`src/rtl/rsg_pkg.sv`:
```
package rsg_pkg;

  localparam int DATA_W   = 12;
  localparam int ADDR_W   = 4;
  localparam int NUM_REGS = 15;
  localparam int NUM_PINS = 4;

  // register indices that the decode depends on
  localparam int IDX_STATUS    = 0;
  localparam int IDX_H_FP      = 1;
  localparam int IDX_H_SYNCEND = 2;
  localparam int IDX_H_BLANK   = 3;
  localparam int IDX_H_TOTAL   = 4;
  localparam int IDX_V_FP      = 5;
  localparam int IDX_V_SYNCEND = 6;
  localparam int IDX_V_BLANK   = 7;
  localparam int IDX_V_TOTAL   = 8;
  localparam int IDX_VINT_ON   = 13;
  localparam int IDX_VINT_OFF  = 14;

  // status word fields
  localparam int ST_SEL_LSB = 0;
  localparam int ST_POL_LSB = 5;
  localparam int ST_CLK_EN  = 10;

  // decoded windows
  localparam int WIN_HBLANK = 0;
  localparam int WIN_HSYNC  = 1;
  localparam int WIN_VBLANK = 2;
  localparam int WIN_VSYNC  = 3;
  localparam int WIN_VINT   = 4;
  localparam int NUM_WIN    = 5;

  typedef struct packed {
    logic hStep;
    logic hWrap;
    logic vStep;
    logic vWrap;
  } cnt_strobe_t;

endpackage

```
`src/rtl/rsg_regfile.sv`:
```
module rsg_regfile #(
  parameter int DATA_W   = 12,
  parameter int ADDR_W   = 4,
  parameter int NUM_REGS = 15,
  parameter logic [DATA_W-1:0] STATUS_RST = '0
) (
  input  logic                             clk,
  input  logic                             rstN,
  input  logic                             wrEn,
  input  logic [ADDR_W-1:0]                wrAddr,
  input  logic [DATA_W-1:0]                wrData,
  output logic [NUM_REGS-1:0][DATA_W-1:0]  regQ
);

  for (genvar i = 0; i < NUM_REGS; i++) begin : g_reg
    localparam logic [DATA_W-1:0] RST_VAL = (i == 0) ? STATUS_RST : '0;
    logic [DATA_W-1:0] q;
    logic hit;

    assign hit = wrEn && (wrAddr == ADDR_W'(i));

    always_ff @(posedge clk) begin
      if (!rstN) begin
        q <= RST_VAL;
      end else if (hit) begin
        q <= wrData;
      end
    end

    assign regQ[i] = q;
  end

endmodule

```
`src/rtl/rsg_window.sv`:
```
module rsg_window #(
  parameter int DATA_W = 12
) (
  input  logic [DATA_W-1:0] cnt,
  input  logic [DATA_W-1:0] startCnt,
  input  logic [DATA_W-1:0] endCnt,
  output logic              active
);

  logic atOrAfterStart;
  logic beforeEnd;

  assign atOrAfterStart = (cnt >= startCnt);
  assign beforeEnd      = (cnt < endCnt);
  assign active         = atOrAfterStart && beforeEnd;

endmodule

```
`src/rtl/rsg_ctrl.sv`:
```
module rsg_ctrl
  import rsg_pkg::*;
#(
  parameter int DATA_W = 12
) (
  input  logic [DATA_W-1:0] hCount,
  input  logic [DATA_W-1:0] vCount,
  input  logic [DATA_W-1:0] hTotal,
  input  logic [DATA_W-1:0] vTotal,
  input  logic              clkEn,
  output cnt_strobe_t       strobe
);

  localparam logic [DATA_W-1:0] ONE = DATA_W'(1);

  logic [DATA_W-1:0] hLastVal;
  logic [DATA_W-1:0] vLastVal;
  logic hLast;
  logic vLast;

  // terminal counts wrap modulo 2**DATA_W, so a total of 0 gives the full range
  assign hLastVal = hTotal - ONE;
  assign vLastVal = vTotal - ONE;
  assign hLast    = (hCount == hLastVal);
  assign vLast    = (vCount == vLastVal);

  always_comb begin
    strobe.hStep = clkEn && !hLast;
    strobe.hWrap = clkEn && hLast;
    strobe.vStep = strobe.hWrap && !vLast;
    strobe.vWrap = strobe.hWrap && vLast;
  end

endmodule

```
`src/rtl/rsg_datapath.sv`:
```
module rsg_datapath
  import rsg_pkg::*;
#(
  parameter int DATA_W   = 12,
  parameter int NUM_WIN  = 5,
  parameter int NUM_PINS = 4,
  parameter logic [NUM_WIN-1:0] WIN_IS_V = 5'b11100
) (
  input  logic                            clk,
  input  logic                            rstN,
  input  cnt_strobe_t                     strobe,
  input  logic [NUM_WIN-1:0][DATA_W-1:0]  winStart,
  input  logic [NUM_WIN-1:0][DATA_W-1:0]  winEnd,
  input  logic [2:0]                      outSel,
  input  logic [NUM_PINS-1:0]             pinPol,
  output logic [DATA_W-1:0]               hCount,
  output logic [DATA_W-1:0]               vCount,
  output logic [NUM_PINS-1:0]             outPin
);

  localparam logic [DATA_W-1:0] ONE = DATA_W'(1);

  logic [NUM_WIN-1:0] winAct;
  logic hBlank, hSync, vBlank, vSync, vInt;
  logic cBlank, cSync, hGate, vGate, cursor;
  logic [NUM_PINS-1:0] pinSig;

  // counters
  always_ff @(posedge clk) begin
    if (!rstN) begin
      hCount <= '0;
    end else if (strobe.hWrap) begin
      hCount <= '0;
    end else if (strobe.hStep) begin
      hCount <= hCount + ONE;
    end
  end

  always_ff @(posedge clk) begin
    if (!rstN) begin
      vCount <= '0;
    end else if (strobe.vWrap) begin
      vCount <= '0;
    end else if (strobe.vStep) begin
      vCount <= vCount + ONE;
    end
  end

  // window decode, one comparator pair per window
  for (genvar w = 0; w < NUM_WIN; w++) begin : g_win
    logic [DATA_W-1:0] cntSel;
    if (WIN_IS_V[w]) begin : g_v
      assign cntSel = vCount;
    end else begin : g_h
      assign cntSel = hCount;
    end
    rsg_window #(.DATA_W(DATA_W)) i_win (
      .cnt      (cntSel),
      .startCnt (winStart[w]),
      .endCnt   (winEnd[w]),
      .active   (winAct[w])
    );
  end

  assign hBlank = winAct[WIN_HBLANK];
  assign hSync  = winAct[WIN_HSYNC];
  assign vBlank = winAct[WIN_VBLANK];
  assign vSync  = winAct[WIN_VSYNC];
  assign vInt   = winAct[WIN_VINT];

  assign cBlank = hBlank | vBlank;
  assign cSync  = hSync | vSync;
  assign hGate  = ~hBlank;
  assign vGate  = ~vBlank;
  assign cursor = 1'b0;

  // pin selection, listed pin3..pin0
  always_comb begin
    unique case (outSel)
      3'b000:  pinSig = {vGate,  hGate,  cSync, cBlank};
      3'b001:  pinSig = {vGate,  hBlank, cSync, vBlank};
      3'b010:  pinSig = {hSync,  hGate,  vSync, cBlank};
      3'b100:  pinSig = {vInt,   cursor, cSync, cBlank};
      3'b101:  pinSig = {vInt,   hBlank, cSync, vBlank};
      3'b110:  pinSig = {hSync,  cursor, vSync, cBlank};
      default: pinSig = {hSync,  hBlank, vSync, vBlank};
    endcase
  end

  // per-pin active level
  for (genvar p = 0; p < NUM_PINS; p++) begin : g_pol
    assign outPin[p] = pinPol[p] ? pinSig[p] : ~pinSig[p];
  end

endmodule

```
`src/rtl/raster_sync_gen.sv`:
```
module raster_sync_gen
  import rsg_pkg::*;
#(
  parameter int DATA_W          = rsg_pkg::DATA_W,
  parameter int ADDR_W          = rsg_pkg::ADDR_W,
  parameter int NUM_REGS        = rsg_pkg::NUM_REGS,
  parameter int NUM_PINS        = rsg_pkg::NUM_PINS,
  parameter bit CLK_ON_AT_RESET = 1'b1
) (
  input  logic              clk,
  input  logic              rstN,
  input  logic              wrEn,
  input  logic [3:0]        wrAddr,
  input  logic [11:0]       wrData,
  output logic [3:0]        outPin
);

  localparam logic [DATA_W-1:0] STATUS_RST =
    CLK_ON_AT_RESET ? (DATA_W'(1) << ST_CLK_EN) : '0;
  localparam logic [NUM_WIN-1:0] WIN_IS_V =
    (NUM_WIN'(1) << WIN_VBLANK) | (NUM_WIN'(1) << WIN_VSYNC) | (NUM_WIN'(1) << WIN_VINT);

  logic [NUM_REGS-1:0][DATA_W-1:0] regQ;
  logic [NUM_WIN-1:0][DATA_W-1:0]  winStart;
  logic [NUM_WIN-1:0][DATA_W-1:0]  winEnd;
  logic [DATA_W-1:0]               hCount;
  logic [DATA_W-1:0]               vCount;
  logic [DATA_W-1:0]               statusWord;
  cnt_strobe_t                     strobe;

  rsg_regfile #(
    .DATA_W     (DATA_W),
    .ADDR_W     (ADDR_W),
    .NUM_REGS   (NUM_REGS),
    .STATUS_RST (STATUS_RST)
  ) i_regs (
    .clk    (clk),
    .rstN   (rstN),
    .wrEn   (wrEn),
    .wrAddr (wrAddr),
    .wrData (wrData),
    .regQ   (regQ)
  );

  assign statusWord = regQ[IDX_STATUS];

  always_comb begin
    winStart[WIN_HBLANK] = '0;
    winEnd[WIN_HBLANK]   = regQ[IDX_H_BLANK];
    winStart[WIN_HSYNC]  = regQ[IDX_H_FP];
    winEnd[WIN_HSYNC]    = regQ[IDX_H_SYNCEND];
    winStart[WIN_VBLANK] = '0;
    winEnd[WIN_VBLANK]   = regQ[IDX_V_BLANK];
    winStart[WIN_VSYNC]  = regQ[IDX_V_FP];
    winEnd[WIN_VSYNC]    = regQ[IDX_V_SYNCEND];
    winStart[WIN_VINT]   = regQ[IDX_VINT_ON];
    winEnd[WIN_VINT]     = regQ[IDX_VINT_OFF];
  end

  rsg_ctrl #(.DATA_W(DATA_W)) i_ctrl (
    .hCount (hCount),
    .vCount (vCount),
    .hTotal (regQ[IDX_H_TOTAL]),
    .vTotal (regQ[IDX_V_TOTAL]),
    .clkEn  (statusWord[ST_CLK_EN]),
    .strobe (strobe)
  );

  rsg_datapath #(
    .DATA_W   (DATA_W),
    .NUM_WIN  (NUM_WIN),
    .NUM_PINS (NUM_PINS),
    .WIN_IS_V (WIN_IS_V)
  ) i_dp (
    .clk      (clk),
    .rstN     (rstN),
    .strobe   (strobe),
    .winStart (winStart),
    .winEnd   (winEnd),
    .outSel   (statusWord[ST_SEL_LSB +: 3]),
    .pinPol   (statusWord[ST_POL_LSB +: NUM_PINS]),
    .hCount   (hCount),
    .vCount   (vCount),
    .outPin   (outPin)
  );

endmodule

```
`config.mk`:
```
export PLATFORM = sky130hd
export DESIGN_NAME = raster_sync_gen
export DESIGN_NICKNAME = d
export VERILOG_FILES = /design/src/rtl/rsg_pkg.sv /design/src/rtl/rsg_regfile.sv /design/src/rtl/rsg_window.sv /design/src/rtl/rsg_ctrl.sv /design/src/rtl/rsg_datapath.sv /design/src/rtl/raster_sync_gen.sv
export SDC_FILE = /design/constraint.sdc
export NUM_CORES = 1
export LEC_CHECK = 0
export BUFFER_PORTS_ARGS = -buffer_cell sky130_fd_sc_hd__buf_4
export CAP_MARGIN = 25
export CORE_UTILIZATION = 40
export CTS_CLUSTER_DIAMETER = 40
export CTS_CLUSTER_SIZE = 28
export DETAILED_ROUTE_END_ITERATION = 10
export MAX_ROUTING_LAYER = met4
export PLACE_DENSITY = 0.54
export SETUP_SLACK_MARGIN = 0.15
export SLEW_MARGIN = 30
export SYNTH_ARGS = -nofsm -noshare
export SYNTH_HDL_FRONTEND = slang
export SYNTH_SLANG_ARGS = --single-unit
```
`constraint.sdc`:
```
create_clock -name clk -period 3.6 [get_ports clk]
set_clock_uncertainty 0.05 [all_clocks]
set_input_delay 0.72 -clock clk [delete_from_list [all_inputs] [get_ports clk]]
set_output_delay 0.72 -clock clk [all_outputs]
set_load 0.03 [all_outputs]
```
; Yosys cells after proc, flatten, opt, wreduce, memory -nomap -nowiden
; Cells that the tools add are included.
[word_totals]
reg_bits = 155
latchBits = 0
ramBits = 0
mem_bits_ro = 0
input_bits = 19
out_inout_bits = 4
n_memories = 0
[classes]
addsub = 4
n_mul = 0
div_mod_pow = 0
n_lt_le_gt_ge = 10
n_eq_ne = 17
shifts = 0
mux = 5
bitwise_logic = 9
n_reduce_logical = 26
[op_table]
columns = operator, n
row1 = 12-bit < comparator, 5
row2 = 12-bit >= comparator, 3
row3 = "12-bit by 1-bit adder with 12-bit output, second input constant", 2
row4 = 12-bit == test, 2
row5 = "12-bit by 1-bit >= comparator with 1-bit output, second input constant", 2
row6 = 4-bit one-hot mux with 6 select lines, 1
row7 = "12-bit by 1-bit subtractor with 12-bit output, second input constant", 2
row8 = 1-bit logical AND, 20
row9 = "4-bit by 3-bit == test with 1-bit output, second input constant", 4
row10 = "4-bit == test, second input constant", 3
row11 = "3-bit == test, second input constant", 3
row12 = "4-bit by 2-bit == test with 1-bit output, second input constant", 2
row13 = 1-bit NOT, 7
row14 = "4-bit by 1-bit == test with 1-bit output, second input constant", 1
row15 = 4-bit zero test, 1
row16 = 1-bit 2-to-1 mux, 4
row17 = 2-bit OR reduction, 2
row18 = "3-bit by 1-bit == test with 1-bit output, second input constant", 1
row19 = "3-bit by 2-bit == test with 1-bit output, second input constant", 1
row20 = 3-bit zero test, 1
row21 = 1-bit zero test, 2
row22 = 1-bit OR, 2

; Depth between registers and ports, before layout
; Gate-level depths: netlist of run 1.
[logic_depth]
ltp_word = 6
ltp_mapped = 12
ltp_nobuf = 10

; By module
; From an unflattened synthesis of run 1, not the netlist that was laid out.
[unflattened]
hier_cells = 1278
area_unflattened_um2 = 11446.0
[by_module_without_submodules]
columns = mod, n_inst, cells_each, area_per_inst_um2, seq_area_each_um2
row1 = rsg_regfile, 1, 628, 6487.5, 3603.5
row2 = rsg_window, 5, 78, 575.6, 0.0
row3 = rsg_datapath, 1, 136, 1193.6, 480.5
row4 = rsg_ctrl, 1, 123, 883.3, 0.0
row5 = raster_sync_gen, 1, 1, 3.8, 0.0

; Least setup slack after synthesis of run 1
; Ideal clock, no wire load.
[synth_timing]
path_type = reg-to-reg
from = reg i_regs.g_reg[4].q[6]
to = reg i_dp.vCount[11]
setup_ns = 0.073
arrival_ns = 3.257
setup_slack_ns = 0.220
stages_incl_launch_ff = 10
n_path_buf = 1
period_less_slack_ns = 3.380
path_cell_list = dfxtp_1 buf_6 or4_4 or4_4 a211oi_2 a211oi_1 or4_4 or4_4 or3_1 a21oi_1
[synth_between]
elab_chain_cells = 5
word_cells_on_any_way = 6
[synth_lines]
columns = element, line
row1 = start: declaration, rsg_regfile.sv:17  ; logic [DATA_W-1:0] q;
row2 = start signal: assignment, rsg_regfile.sv:26  ; q <= wrData;
row3 = 12-bit by 1-bit subtractor with 12-bit output (*), rsg_ctrl.sv:22  ; assign hLastVal = hTotal - ONE;
row4 = 12-bit == test (*), rsg_ctrl.sv:24  ; assign hLast = (hCount == hLastVal);
row5 = 1-bit logical AND (*), rsg_ctrl.sv:29  ; strobe.hWrap = clkEn && hLast;
row6 = 1-bit logical AND, rsg_ctrl.sv:31  ; strobe.vWrap = strobe.hWrap && vLast;
row7 = 2-bit OR reduction (no line), n/a
row8 = end signal: assignment, rsg_datapath.sv:45  ; vCount <= vCount + ONE;
row9 = end: declaration, rsg_datapath.sv:17  ; output logic [DATA_W-1:0] vCount,
; Every way passes the cells marked *; elsewhere a longest branch is shown, timed or not.
; A chain may end at the register's enable or synchronous reset.

; Worst setup path after layout of run 1
[layout_timing]
from = reg i_dp.vCount[5]
to = out outPin[3]
[layout_between]
elab_chain_cells = 6
word_cells_on_any_way = 10
[layout_lines]
columns = element, line
row1 = 12-bit by 1-bit >= comparator with 1-bit output or 12-bit < comparator (tied branches), "rsg_window.sv:13, rsg_window.sv:14"
row2 = 1-bit logical AND, rsg_window.sv:15  ; assign active = atOrAfterStart && beforeEnd;
row3 = 1-bit NOT, rsg_datapath.sv:74  ; assign vGate = ~vBlank;
row4 = 4-bit one-hot mux with 6 select lines (*), rsg_datapath.sv:79  ; unique case (outSel)
row5 = 1-bit NOT, rsg_datapath.sv:92  ; assign outPin[p] = pinPol[p] ? pinSig[p] : ~pinSig[p];
row6 = 1-bit 2-to-1 mux (*), rsg_datapath.sv:92
row7 = end: declaration, raster_sync_gen.sv:15  ; output logic [3:0] outPin
; Marks and branches as above.

==> summary.txt, run 1 <==
status - complete, no violations
Placed Cells - 1361
Post-Route WL - 24900 um
Comb power frac - 10.4%
die area - 0.0236 mm2
reg2reg path depth - 8
critical path cell sequence - buf_6, ha_4, a21o_1, a21o_1, a211oi_2, o21ai_1, o211ai_1, a211oi_2, a221oi_4, xor2_2, buf_6
Place WS - 0.206 ns
Hold Path Depth - 2
Clock Latency Late Sink - 0.43 ns
post-route DRC violation count - 0
post-route ant nets - 0
Die X - 154 um
FP Rows - 55
CTS tree - yes
layout cell share with drive strength beyond 1 - 15.2%
GRT overflow - 0
routed len/inst - 17.8 um
unrepaired setup endpoints after global routing - yes
Post-synth ARST share - 0%
crit path time final - 3.48 ns
Crit. End Element - output port
number of synthesized flops with an enable pin - 0
CP max stage delay - 0.34 ns
antenna cells - 0
H-tree depth - 4
CTS clk-pin slew, worst paths - 0.06 ns
count of hold-fix buffers inserted at cts - 0
Core ar. - 0.0226 mm2
1st-iter DRT viols - 433
WP buf/inv - 2
syn_nets - 1182
Max Slew Vio Count - 0
number of synthesized register bits - 152
pin count of the biggest net entering global routing - 58
RD Place Congestion - 0.882
max frequency - 287 MHz
CP max-delay cell - dfxtp_2
switching power - 0.00100 W
P_int - 0.00308 W
Non-Filler Instances - 1399
Critical Path AT - 2.71 ns
Synth Area per Inst - 8.63 um2
delay-heaviest family, CP - compound AO/OA/AOI/OAI gates
Ports - 23
Slew headroom - 39.8%
Clk network pwr share - 47.4%
via count - 7233
total CTS buffers - 17
yosys warns - 0
Final #Nets - 1216
Worst Tran Pin Value - 0.900 ns
worst hold path class - reg2reg
Critical R2R Capture - i_dp.vCount[11]
Net Sw Frac - 24.6%
# setup viols final - 0
Worst R2R Setup Slack - 0.25 ns
PD cells - 377 mW/mm2
Root Buffer - clkbuf_16
Leak - 4.33 nW
VDD IR max - 0.248 mV
setup TNS - 0 ns
synthesized instance count - 1068
antenna violations before repair - 0
worst endpoint required time - 2.83 ns
CP max FO - 4
area delta synth->final - 17.5%
crit share post-route - 96.6%
Seq/Total Area, Yosys - 33.0%
Die Ht - 154 um
Worst Min Path Start - i_regs.g_reg[7].q[9]
CTS max path bufs - 2
sink of the worst hold path - i_regs.g_reg[7].q[9]
TritonRoute pass-1 iters - 5
reg2reg start - i_regs.g_reg[4].q[5]
CTS sink count - 152
Setup CP Type - reg2out
Starting Density - 40.7%
first-pass GRT wire length - 38700 um
Cell variety after synth - 57
IO Port Bufs - 22
GRT Total Usage - 22.3%
Via density - 5.17
vias in the first global route - 6808
final worst slack - 0.122 ns
CP startpoint kind - register
DP HPWL - 16700 um
Fin. Hold Viols - 0
Max-Cap Viols - 0
post-synth design cell area - 0.00922 mm2
Reg power frac - 42.2%
prevailing post-synth register cell - dfxtp_1
-- Yosys cell counts (all sizes together), types with 5 or more instances --
cell | count | area (um2)
nand2b | 14 | 87.6
xnor2 | 29 | 254
a211oi | 7 | 57.6
a21o | 37 | 278
and3 | 8 | 50.1
xor2 | 18 | 158
clkbuf | 50 | 189
ha | 95 | 1190
a21oi | 22 | 110
a221oi | 5 | 43.8
nor4 | 16 | 100
buf | 11 | 56.3
or3 | 5 | 31.3
or4 | 5 | 52.6
nor3 | 11 | 55.1
dfxtp | 152 | 3040
nand3 | 27 | 135
nor2b | 91 | 569
mux2i | 88 | 881
nand2 | 98 | 368
o21ai | 21 | 105
nor2 | 42 | 158
a21boi | 46 | 345
nand4 | 20 | 125
inv | 102 | 383
-- power by group through the flow --
| stage | Clock, W | Sequential (W) | Combinational [W] |
|---|---|---|---|
| after floorplan | 0 | 0.00176 | 0.000247 |
| after global placement | 0 | 0.00176 | 0.000391 |
| after detailed placement | 0 | 0.00176 | 0.000391 |
| after CTS | 0.00197 | 0.00172 | 0.000412 |
| after global routing | 0.00204 | 0.00172 | 0.000462 |
| final | 0.00193 | 0.00172 | 0.000426 |
-- area by class of cell --
type                       count  area, um2
multi-input combinational    753       5780
fill                        2156      11800
inverter                     102        383
timing repair buffer          76        604
clock inverter                12        175
tap                          285        357
clock buffer                  19        453
sequential                   152       3070
-- kinds of logic after synthesis --
logic type	after synthesis	share of synthesized area, %
and+or+nand+nor	358	20.6
DFF	152	33.0
adders and majority gates	95	12.9
xor gates and xnor gates	47	4.47
muxes	88	9.56
buffers and inverters	163	6.82
AOI/OAI and AO/OA	165	12.7
-- through the flow --
| step | util, % | cell area [um2] | hold slack, ns | total power, W |
|---|---|---|---|---|
| finish | 47.8 | 10800 | 0.413 | 0.00408 |
| global route | 47.8 | 10800 | 0.430 | 0.00423 |
| CTS | 47.2 | 10700 | 0.417 | 0.00410 |
| detailed placement | 43.5 | 9840 | 0.408 | 0.00215 |
| global placement | 43.5 | 9840 | 0.403 | 0.00215 |
| floorplan | - | 9220 | 0.393 | 0.00200 |
-- worst register-to-register path: stages (launching register included) --
cell      delay, ns
dfxtp_1        0.31
or4_4          0.55
or4_4          0.50
a211oi_2       0.19
a211oi_1       0.07
or4_4          0.56
or4_4          0.57
or3_1          0.36
a21oi_1        0.13
-- placed cells by master, fill, tap and decap left out, types with 9 or more instances in the layout --
cell type / n
nand2b_1: 13
nor3_1: 11
mux2i_1: 88
dfxtp_2: 15
inv_1: 99
nor2b_1: 91
buf_4: 68
o21ai_0: 13
clkbuf_16: 17
nand4_1: 20
a21o_1: 37
xor2_1: 16
a21boi_0: 46
a21oi_1: 16
xnor2_1: 29
ha_1: 86
nor4_1: 16
nand2_1: 98
dfxtp_1: 134
nor2_1: 42
nand3_1: 27
ha_4: 9
-- routing by layer --
layer  global-route usage (%)  routed length, um  vias to the layer above
li1                         -                  -                     3705
met1                     30.6              12800                     3402
met2                     34.3              11000                      104
met3                     3.47                845                       22
met4                     5.14                258                        0
met5                        -                  0                        -
-- registers in the layout, indices dropped and copies added (netlist names) --
signal	cells
i_dp.vCount	12
i_regs.g.q	128
i_dp.hCount	12
-- how the worst max path moves through the flow --
stage,from,to,cells past startpoint
3_5_place_dp,i_regs.g_reg[4].q[5],i_dp.vCount[11],8
4_1_cts,i_regs.g_reg[7].q[5],outPin[3],11
5_1_grt,i_regs.g_reg[7].q[5],outPin[3],11
2_1_floorplan,i_regs.g_reg[4].q[6],i_dp.vCount[11],9
6_report,i_dp.vCount[5],outPin[3],11
3_3_place_gp,i_regs.g_reg[4].q[5],i_dp.vCount[11],8
-- repair_timing --
item	4_1_cts	5_1_grt
setup buffers	5	1
cloned	0	0
pin swaps	32	18
endpoints found under the hold margin	0	0
gates resized for setup	50	22
endpoints found under the setup margin	4	6
Power figures use the tool's default switching activity.
==> run 2, diff against run 1 <==
--- a/config.mk
+++ b/config.mk
@@ -12,9 +12,10 @@
 export CTS_CLUSTER_SIZE = 28
 export DETAILED_ROUTE_END_ITERATION = 10
 export MAX_ROUTING_LAYER = met4
-export PLACE_DENSITY = 0.54
+export PLACE_DENSITY = 0.63
 export SETUP_SLACK_MARGIN = 0.15
 export SLEW_MARGIN = 30
 export SYNTH_ARGS = -nofsm -noshare
 export SYNTH_HDL_FRONTEND = slang
+export SYNTH_HIERARCHICAL = 1
 export SYNTH_SLANG_ARGS = --single-unit
==> run 2 against run 1 <==
  * First-iteration DRC count is 11% lower
  * Non-clock buffer count down 1
  * Global-route usage fell by 0.42 points
  * Critical path depth shrank 1
  * Design area rose by 6.3%
  * Critical endpoint unchanged
==> summary.txt, run 2 <==
GRT Total Usage - 21.9%
Slew headroom - 34.0%
Core ar. - 0.0235 mm2
pin count of the biggest net entering global routing - 51
CP max-delay cell - o32a_1
first-pass GRT wire length - 40100 um
vias in the first global route - 7418
DP HPWL - 17400 um
CP max stage delay - 0.37 ns
Starting Density - 40.9%
total CTS buffers - 17
crit path time final - 3.59 ns
1st-iter DRT viols - 385
Non-Filler Instances - 1510
CP startpoint kind - register
max frequency - 279 MHz
Root Buffer - clkbuf_16
RD Place Congestion - 0.874
Max-Cap Viols - 0
PD cells - 346 mW/mm2
delay-heaviest family, CP - compound AO/OA/AOI/OAI gates
antenna cells - 0
Crit. End Element - output port
H-tree depth - 4
GRT overflow - 0
Post-Route WL - 25000 um
VDD IR max - 0.351 mV
post-route ant nets - 0
worst hold path class - reg2reg
commonest non-fill, non-tap cell in the layout - nand2_1
unrepaired setup endpoints after global routing - yes
crit share post-route - 99.6%
post-route DRC violation count - 0
Largest regs - i_regs/g.q: 128 flops, i_dp/hCount: 12 flops, i_dp/vCount: 12 flops
Worst R2R Setup Slack - 0.35 ns
Most flops, register - i_regs/g.q
Die X - 157 um
post-synth design cell area - 0.00964 mm2
Fin. Hold Viols - 0
Via density - 5.12
fillcell total - 2256
Final #Nets - 1316
CTS clk-pin slew, worst paths - 0.06 ns
Max Slew Vio Count - 0
utilization after layout - 48.9%
die area - 0.0247 mm2
final hold slack - 0.407 ns
max reg flops - 128
Clock Latency Late Sink - 0.43 ns
routed len/inst - 16.5 um
total power - 0.00399 W
CTS max path bufs - 2
critical path cell sequence - inv_1, ha_4, nand4_1, or3_1, o32a_1, a211oi_2, nor2b_1, a31oi_2, xnor2_1, buf_4
Setup CP Type - reg2out
most frequent cells in the layout - 172 x nand2_1, 139 x inv_1, 133 x mux2i_1
FP Rows - 56
via count - 7731
Placed Cells - 1463
Synth Area per Inst - 8.68 um2
antenna violations before repair - 0
WP buf/inv - 2
Worst Tran Pin Value - 0.987 ns
TritonRoute pass-1 iters - 5
Die Ht - 157 um
IO Port Bufs - 22
layout cell share with drive strength beyond 1 - 16.2%
status - complete, no violations
synthesized instance count - 1111
area delta synth->final - 19.4%
CP max FO - 2
Critical Path AT - 2.82 ns
Leak - 4.90 nW
# setup viols final - 0
Ports - 23
CTS sink count - 152
worst endpoint required time - 2.83 ns
yosys warns - 6
CTS tree - yes
[run 2: final timing paths]
| check | startpoint | endpoint | depth (start not counted) |
|---|---|---|---|
| worst min register to register | i_regs/g_reg[7].q[7] | i_regs/g_reg[7].q[7] | 2 |
| worst max-delay path | i_regs/g_reg[1].q[10] | outPin[3] | 10 |
| worst max register to register | i_regs/g_reg[4].q[3] | i_dp/vCount[7] | 9 |
| worst min-delay path | i_regs/g_reg[7].q[7] | i_regs/g_reg[7].q[7] | 2 |
[run 2: layout make-up]
| class | count | area [um2] | area share, % |
|---|---|---|---|
| sequential | 152 | 3110 | 27.0 |
| inverter | 141 | 529 | 4.60 |
| clock inverter | 13 | 176 | 1.53 |
| clock buffer | 19 | 443 | 3.85 |
| timing repair buffer | 75 | 571 | 4.96 |
| multi-input combinational | 791 | 6280 | 54.6 |
| tap | 319 | 399 | 3.47 |
[run 2: through the flow]
stage                      TNS, ns  area (um2)  worst slack (ns)
after floorplan                  0        9720             0.361
after global routing        -0.255       11500            -0.119
after global placement           0       10400             0.192
final                            0       11500            0.0146
after CTS                 -0.00392       11400          -0.00392
after detailed placement         0       10400             0.164
[run 2: power by group]
group | switching [W] | internal (W) | total (W) | leakage (nW)
registers | 0.0000224 | 0.00169 | 0.00172 | 1.25
logic | 0.000221 | 0.000147 | 0.000368 | 3.36
clock network | 0.000728 | 0.00117 | 0.00190 | 0.299
total | 0.000971 | 0.00301 | 0.00399 | 4.90
[run 2: layer usage]
layer	global-route usage [%]	vias to the layer above	part of all wire (%)
met2	34.7	138	46
li1	-	3919	-
met5	-	-	0
met3	2.81	33	3.7
met4	7.86	0	2.2
met1	28.5	3641	48
[run 2: worst register-to-register path, delay by kind of cell (launching register included)]
family | cells | cell delay (ns)
AOI/OAI and AO/OA | 3 | 0.68
and+or+nand+nor | 6 | 2.04
DFF | 1 | 0.37
[run 2: what timing repair did]
| action | 4_1_cts | 5_1_grt |
|---|---|---|
| setup endpoints to repair | 7 | 9 |
| pin swaps | 26 | 18 |
| gates resized for setup | 58 | 31 |
| setup buffers | 12 | 3 |
| hold buffers | 0 | 0 |
| endpoints found under the hold margin | 0 | 0 |
